<file path="config.mk">
export PLATFORM = sky130hd
export DESIGN_NAME = hecc_accum
export DESIGN_NICKNAME = d
export VERILOG_FILES = /design/src/rtl/hecc_pkg.sv /design/src/rtl/hecc_seq.sv /design/src/rtl/hecc_lane.sv /design/src/rtl/hecc_pack.sv /design/src/rtl/hecc_accum.sv
export SDC_FILE = /design/constraint.sdc
export NUM_CORES = 1
export LEC_CHECK = 0
export CORE_UTILIZATION = 50
export CTS_BUF_LIST = sky130_fd_sc_hd__clkbuf_8 sky130_fd_sc_hd__clkbuf_16
export DETAILED_ROUTE_END_ITERATION = 8
export DONT_BUFFER_PORTS = 1
export GPL_TIMING_DRIVEN = 1
export PLACE_DENSITY_LB_ADDON = 0.2
export SYNTH_ARGS = -nofsm -noshare
export SYNTH_HDL_FRONTEND = slang
export SYNTH_SLANG_ARGS = --single-unit
</file>
<file path="constraint.sdc">
create_clock -name clk -period 4.15 [get_ports clk]
set_input_delay 0 -clock clk [delete_from_list [all_inputs] [get_ports clk]]
set_output_delay 0 -clock clk [all_outputs]
set_load 0.005 [all_outputs]
</file>
<file path="src/rtl/hecc_pkg.sv">
package hecc_pkg;

    typedef enum logic [1:0] {
        ST_IDLE  = 2'd0,
        ST_ACCUM = 2'd1,
        ST_HELD  = 2'd2
    } hecc_state_e;

    localparam int unsigned COL_PAIRS = 3;
    localparam int unsigned RESULT_W  = 32;
    localparam int unsigned CODE_W    = 24;
    localparam int unsigned ODD_BASE  = 16;

endpackage

</file>
<file path="src/rtl/hecc_seq.sv">
module hecc_seq
    import hecc_pkg::*;
#(
    parameter int unsigned SIZE_W = 8,
    parameter int unsigned LANES  = 2,
    localparam int unsigned ADDR_W = SIZE_W + 1,
    localparam int unsigned CNT_W  = ADDR_W + 1
) (
    input  logic              clk,
    input  logic              rst_n,
    input  logic              start,
    input  logic              beat_vld,
    input  logic              wide_sel,
    input  logic [SIZE_W-1:0] size_sel,
    output logic              take,
    output logic [LANES-1:0]  lane_en,
    output logic [ADDR_W-1:0] base_addr,
    output logic              busy,
    output logic              done
);

    hecc_state_e       state_q, state_d;
    logic [SIZE_W-1:0] size_q;
    logic              wide_q;
    logic [ADDR_W-1:0] addr_q;
    logic [CNT_W-1:0]  step;
    logic [CNT_W-1:0]  next_cnt;
    logic [CNT_W-1:0]  blk_bytes;
    logic              end_hit;

    assign step      = wide_q ? CNT_W'(LANES) : CNT_W'(1);
    assign next_cnt  = {1'b0, addr_q} + step;
    assign blk_bytes = {1'b0, size_q, 1'b0} + CNT_W'(2);
    assign end_hit   = (next_cnt >= blk_bytes);
    assign base_addr = addr_q;

    // state register
    always_ff @(posedge clk or negedge rst_n) begin
        if (!rst_n) begin
            state_q <= ST_IDLE;
        end else begin
            state_q <= state_d;
        end
    end

    // captured configuration and byte address
    always_ff @(posedge clk or negedge rst_n) begin
        if (!rst_n) begin
            size_q <= '0;
            wide_q <= 1'b0;
            addr_q <= '0;
        end else if (start) begin
            size_q <= size_sel;
            wide_q <= wide_sel;
            addr_q <= '0;
        end else if (take) begin
            addr_q <= next_cnt[ADDR_W-1:0];
        end
    end

    // next state
    always_comb begin
        state_d = state_q;
        if (start) begin
            state_d = ST_ACCUM;
        end else begin
            unique case (state_q)
                ST_IDLE:  state_d = ST_IDLE;
                ST_ACCUM: if (beat_vld && end_hit) state_d = ST_HELD;
                ST_HELD:  state_d = ST_HELD;
                default:  state_d = ST_IDLE;
            endcase
        end
    end

    // outputs
    always_comb begin
        busy = 1'b0;
        done = 1'b0;
        unique case (state_q)
            ST_IDLE:  ;
            ST_ACCUM: busy = 1'b1;
            ST_HELD:  done = 1'b1;
            default:  ;
        endcase
        take = busy & beat_vld & ~start;
        for (int j = 0; j < int'(LANES); j++) begin
            lane_en[j] = take && ((j == 0) || wide_q) &&
                         (({1'b0, addr_q} + CNT_W'(j)) < blk_bytes);
        end
    end

endmodule

</file>
<file path="src/rtl/hecc_lane.sv">
module hecc_lane
    import hecc_pkg::*;
#(
    parameter int unsigned ADDR_W = 9,
    localparam int unsigned NPAIR = COL_PAIRS + ADDR_W
) (
    input  logic [7:0]        byte_in,
    input  logic [ADDR_W-1:0] addr,
    input  logic              en,
    output logic [NPAIR-1:0]  even_t,
    output logic [NPAIR-1:0]  odd_t
);

    logic row_p;

    always_comb begin
        even_t = '0;
        odd_t  = '0;
        row_p  = ^byte_in;
        // column weights: bit position inside the byte
        for (int k = 0; k < int'(COL_PAIRS); k++) begin
            for (int i = 0; i < 8; i++) begin
                if (((i >> k) & 1) == 1) begin
                    odd_t[k] = odd_t[k] ^ byte_in[i];
                end else begin
                    even_t[k] = even_t[k] ^ byte_in[i];
                end
            end
        end
        // row weights: byte address
        for (int r = 0; r < int'(ADDR_W); r++) begin
            if (addr[r]) begin
                odd_t[COL_PAIRS + r] = row_p;
            end else begin
                even_t[COL_PAIRS + r] = row_p;
            end
        end
        if (!en) begin
            even_t = '0;
            odd_t  = '0;
        end
    end

endmodule

</file>
<file path="src/rtl/hecc_pack.sv">
module hecc_pack
    import hecc_pkg::*;
#(
    parameter int unsigned NPAIR = 12
) (
    input  logic [NPAIR-1:0]    even_q,
    input  logic [NPAIR-1:0]    odd_q,
    output logic [RESULT_W-1:0] result,
    output logic [CODE_W-1:0]   code
);

    always_comb begin
        result = '0;
        result[NPAIR-1:0]          = even_q;
        result[ODD_BASE +: NPAIR]  = odd_q;
        code = {result[27:24], result[11:8], result[23:16], result[7:0]};
    end

endmodule

</file>
<file path="src/rtl/hecc_accum.sv">
module hecc_accum
    import hecc_pkg::*;
#(
    parameter int unsigned DATA_W = 16,
    parameter int unsigned SIZE_W = 8
) (
    input  logic              clk,
    input  logic              rst_n,
    input  logic              start,
    input  logic              beat_vld,
    input  logic [15:0]       data_in,
    input  logic              wide_sel,
    input  logic [7:0]        size_sel,
    output logic [31:0]       result,
    output logic [23:0]       code,
    output logic              busy,
    output logic              done
);

    localparam int unsigned LANES  = DATA_W / 8;
    localparam int unsigned ADDR_W = SIZE_W + 1;
    localparam int unsigned NPAIR  = COL_PAIRS + ADDR_W;

    logic              take;
    logic [LANES-1:0]  lane_en;
    logic [ADDR_W-1:0] base_addr;
    logic [NPAIR-1:0]  even_t [LANES];
    logic [NPAIR-1:0]  odd_t  [LANES];
    logic [NPAIR-1:0]  even_sum, odd_sum;
    logic [NPAIR-1:0]  even_q, odd_q;

    hecc_seq #(.SIZE_W(SIZE_W), .LANES(LANES)) u_seq (
        .clk       (clk),
        .rst_n     (rst_n),
        .start     (start),
        .beat_vld  (beat_vld),
        .wide_sel  (wide_sel),
        .size_sel  (size_sel[SIZE_W-1:0]),
        .take      (take),
        .lane_en   (lane_en),
        .base_addr (base_addr),
        .busy      (busy),
        .done      (done)
    );

    for (genvar j = 0; j < LANES; j++) begin : g_lane
        hecc_lane #(.ADDR_W(ADDR_W)) u_lane (
            .byte_in (data_in[8*j +: 8]),
            .addr    (base_addr + ADDR_W'(j)),
            .en      (lane_en[j]),
            .even_t  (even_t[j]),
            .odd_t   (odd_t[j])
        );
    end

    always_comb begin
        even_sum = '0;
        odd_sum  = '0;
        for (int j = 0; j < int'(LANES); j++) begin
            even_sum = even_sum ^ even_t[j];
            odd_sum  = odd_sum ^ odd_t[j];
        end
    end

    always_ff @(posedge clk or negedge rst_n) begin
        if (!rst_n) begin
            even_q <= '0;
            odd_q  <= '0;
        end else if (start) begin
            even_q <= '0;
            odd_q  <= '0;
        end else if (take) begin
            even_q <= even_q ^ even_sum;
            odd_q  <= odd_q ^ odd_sum;
        end
    end

    hecc_pack #(.NPAIR(NPAIR)) u_pack (
        .even_q (even_q),
        .odd_q  (odd_q),
        .result (result),
        .code   (code)
    );

endmodule

</file>
==> summary.txt <==
Run status
  • Status: completed

Finish
  • Area grow syn2layout: 3.26%
  • Layout Nets: 508
  • Area of the multi-input gates: about 0.0027 mm2
  • FF+latch area: 0.00110 mm2
  • Diodes inserted: 0
  • Fraction of final layout cells sized beyond drive strength 1: 8.30%
  • Core Util, Final: between 50% and 60%
  • Fillers: 758

Clocking
  • CTS Buffer Depth: 2
  • H-Tree Depth: 2
  • CTS-repair resized insts: 0
  • Clock Tree Root: clkbuf_8
  • Latest clock arrival within the worst-skew pair: 310 ps
  • Post-CTS setup buffers: 0
  • TritonCTS Buffers: 5
  • CTS tree: built
  • Reg clk slew, reported paths: 90 ps
  • Clock Sinks: 44

Global route
  • First-pass GRT wire length: 15.8 mm
  • Met3 usage: 4.55%
  • GRT Resource Usage Total: approximately a quarter
  • Largest net degree at the start of global routing: 45
  • Met2 usage: 39.6%
  • Initial antenna violation count: 0
  • Gr busiest metal: met2
  • Met1 Use GR: 29.8%
  • GR Overflow Total: 0
  • Vias in the first global route: 3,207

Worst setup path
  • Worst Setup Path Type: reg -> reg
  • CP startpoint kind: flip-flop
  • Critical path cell sequence: ha_1 > xnor2_1 > ha_1 > a21oi_1 > a32oi_1 > o31a_1 > o311ai_1 > a31oi_2 > buf_4 > or3_1 > and3b_1 > nor3_1
  • Largest stage delay on the critical path: 440 ps
  • Launch point of the worst reg-to-reg path: u_seq.size_q[0]
  • R2r setup slk: between 500 and 600 ps
  • CP max FO: 22
  • Reg2Reg Depth: 12
  • Critical Path Slowest Stage Cell: dfrtp_1
  • R2r endpoint: even_q[3]
  • CP Capture Type: flip-flop
  • CP most frequent cell: ha_1
  • Arrival @ worst endpoint: 3820 ps
  • CP required: ~4400 ps

Power
  • Leakage: 1.88 nW
  • Pwr/cell area: 367 mW/mm2
  • Max rail drop VDD: 0.205 mV

Timing
  • Post-route setup TNS: 0 ps
  • Tcrit/Tclk final: 86.7%
  • Worst slew margin: 35.6%
  • Final setup vio count: 0
  • Worst-Margin Slew: 963 ps
  • Unrepaired setup endpoints after global routing: false
  • Final Skew: 4.86 ps
  • Final hold vios: 0
  • Final min period: 3600 ps
  • Highest Clock Rate: 278 MHz
  • Slew Limit Fails: 0

Worst hold path
  • Hold Crit Start: start
  • WHS Path Cells: 3
  • Hold endpoint: odd_q[11]
  • Tightest Hold Check Type: in -> reg

Synth
  • Post-synth cell types: 66
  • Ys async rst share: 100%
  • Area contributors post-synth: dfrtp_1 26%, xnor2_1 7.7%, ha_1 6.3%
  • Top-area cell type share of the netlist area: 26.3%
  • Seq/Total Area, Yosys: between 20% and 30%
  • Seq cells post-synth: 44
  • Primary FF master, synth: dfrtp_1
  • Avg Inst Size Synth: slightly below 9 um2
  • Cell taking the most area after synthesis: dfrtp_1
  • Yosys warnings: 0
  • Post-synth EDFFs: 0
  • Synthesized area: between 0.004 and 0.005 mm2
  • Post-Syn Instances: around 480

Placement
  • HPWL after DPL: roughly 7.1 mm
  • PortBufs: 0
  • Global placement routability congestion: 0.892

Drt
  • WL final: 9.58 mm
  • Drc violations: 0
  • Vias: ~3,200
  • Length of the first detailed-routing pass in iterations: 4
  • Drt first-iter violations: 165
  • Via/cell ratio: between 5 and 6
  • Antenna viol nets, final: 0
  • Drt wl/cell: 17.0 um

Run
  • Max-cap violations: 0

Floorplanning
  • Die Wd: roughly 94 um
  • Die Ht: 93.5 um
  • I/O pin count: between 80 and 90
  • Core ar.: 0.00818 mm2
  • Die area: roughly 0.0087 mm2
  • Site Rows: 33
  • Initial core utilization: between 50% and 60%
-- area by class of cell --
class                      instances  area share [%]
inverter                          16            1.39
sequential                        44            25.5
multi-input combinational        367            62.4
clock buffer                       6            1.91
clock inverter                     2           0.347
timing repair buffer              23            5.44
tap                              105            3.04
-- through the flow --
stage	worst slack, ps	hold slack (ps)	instance area, um2	instances	power [mW]
5_1_grt	224	58.6	4320	563	1.70
3_3_place_gp	741	-294	4060	541	1.24
4_1_cts	556	33.4	4320	563	1.59
2_1_floorplan	1030	-296	4210	483	1.20
3_5_place_dp	594	-294	4060	541	1.26
6_report	553	32.5	4320	563	1.59
-- cell families (layout without fill, tap and decap cells) --
kind of cell | count (synthesis) | after routing | share of synthesized area (%)
xor+xnor | 72 | 72 | 17.2
other cells | 1 | 8 | 0.0896
buf+inv | 72 | 47 | 10.1
mux | 19 | 19 | 4.75
fa+ha+maj | 22 | 22 | 6.75
flops | 44 | 44 | 26.3
simple gates | 158 | 158 | 20.1
compound gates | 88 | 88 | 14.7
-- cells in the final DEF, fill, tap and decap left out, types with 12 or more instances in the layout --
cell and count:
mux2i_1 12, dfrtp_1 44, nor2_1 34, xnor2_1 37, ha_1 21, dlygate4sd3_1 12, or3_1 15, o21ai_0 21
nand3_1 14, inv_1 16, nand2_1 37, nor3_1 15, a21oi_1 12, xor2_1 27
-- synthesized netlist by cell type, types with 4 or more instances --
cell type / number
a21o_1: 4
a21oi_1: 12
and3_1: 4
buf_1: 4
buf_2: 7
buf_4: 34
clkbuf_1: 9
dfrtp_1: 44
ha_1: 21
inv_1: 16
mux2_2: 7
mux2i_1: 12
nand2_1: 37
nand2b_1: 4
nand3_1: 14
nor2_1: 34
nor3_1: 15
nor3b_1: 7
nor4_1: 4
o21a_1: 4
o21ai_0: 21
o21bai_1: 8
or3_1: 15
or4_1: 6
xnor2_1: 37
xnor3_1: 6
xor2_1: 28
-- critical path, delay by kind of cell, from the launching register on --
family	cells	cell delay [ps]
flops	1	440
simple gates	3	700
buf+inv	1	340
fa+ha+maj	2	570
xor+xnor	1	270
compound gates	5	1190
-- how the worst max path moves through the flow --
stage                             startpoint         to  cells after the start
after floorplan           u_seq.base_addr[2]  even_q[0]                     13
after global placement       u_seq.size_q[0]  even_q[3]                     12
after detailed placement     u_seq.size_q[0]  even_q[3]                     12
after CTS                    u_seq.size_q[0]  even_q[3]                     12
after global routing         u_seq.size_q[0]  odd_q[11]                     12
final                        u_seq.size_q[0]  even_q[3]                     12
-- flip-flops by register name, summed over array words and instances, names as in the netlist --
signal and cells:
odd_q 12, u_seq.wide_q 1, u_seq.state_q 2, even_q 12, u_seq.size_q 8, u_seq.base_addr 9
-- routing by layer --
metal / up-vias / share of wire, %
met5: - / 0
met2: 87 / 48
met4: 0 / 2.0
met3: 15 / 6.0
met1: 1547 / 44
li1: 1597 / -
-- power by group --
| group | switching [mW] | total (mW) | internal, mW |
|---|---|---|---|
| logic | 0.363 | 0.671 | 0.308 |
| registers | 0.103 | 0.610 | 0.507 |
| clock network | 0.169 | 0.304 | 0.135 |
| total | 0.635 | 1.59 | 0.951 |
-- timing repair --
item / 4_1_cts / 5_1_grt
setup endpoints to repair: 0 / 0
hold endpoints to repair: 75 / 0
hold buffers: 14 / 0
(Power assumes the default switching activity.)
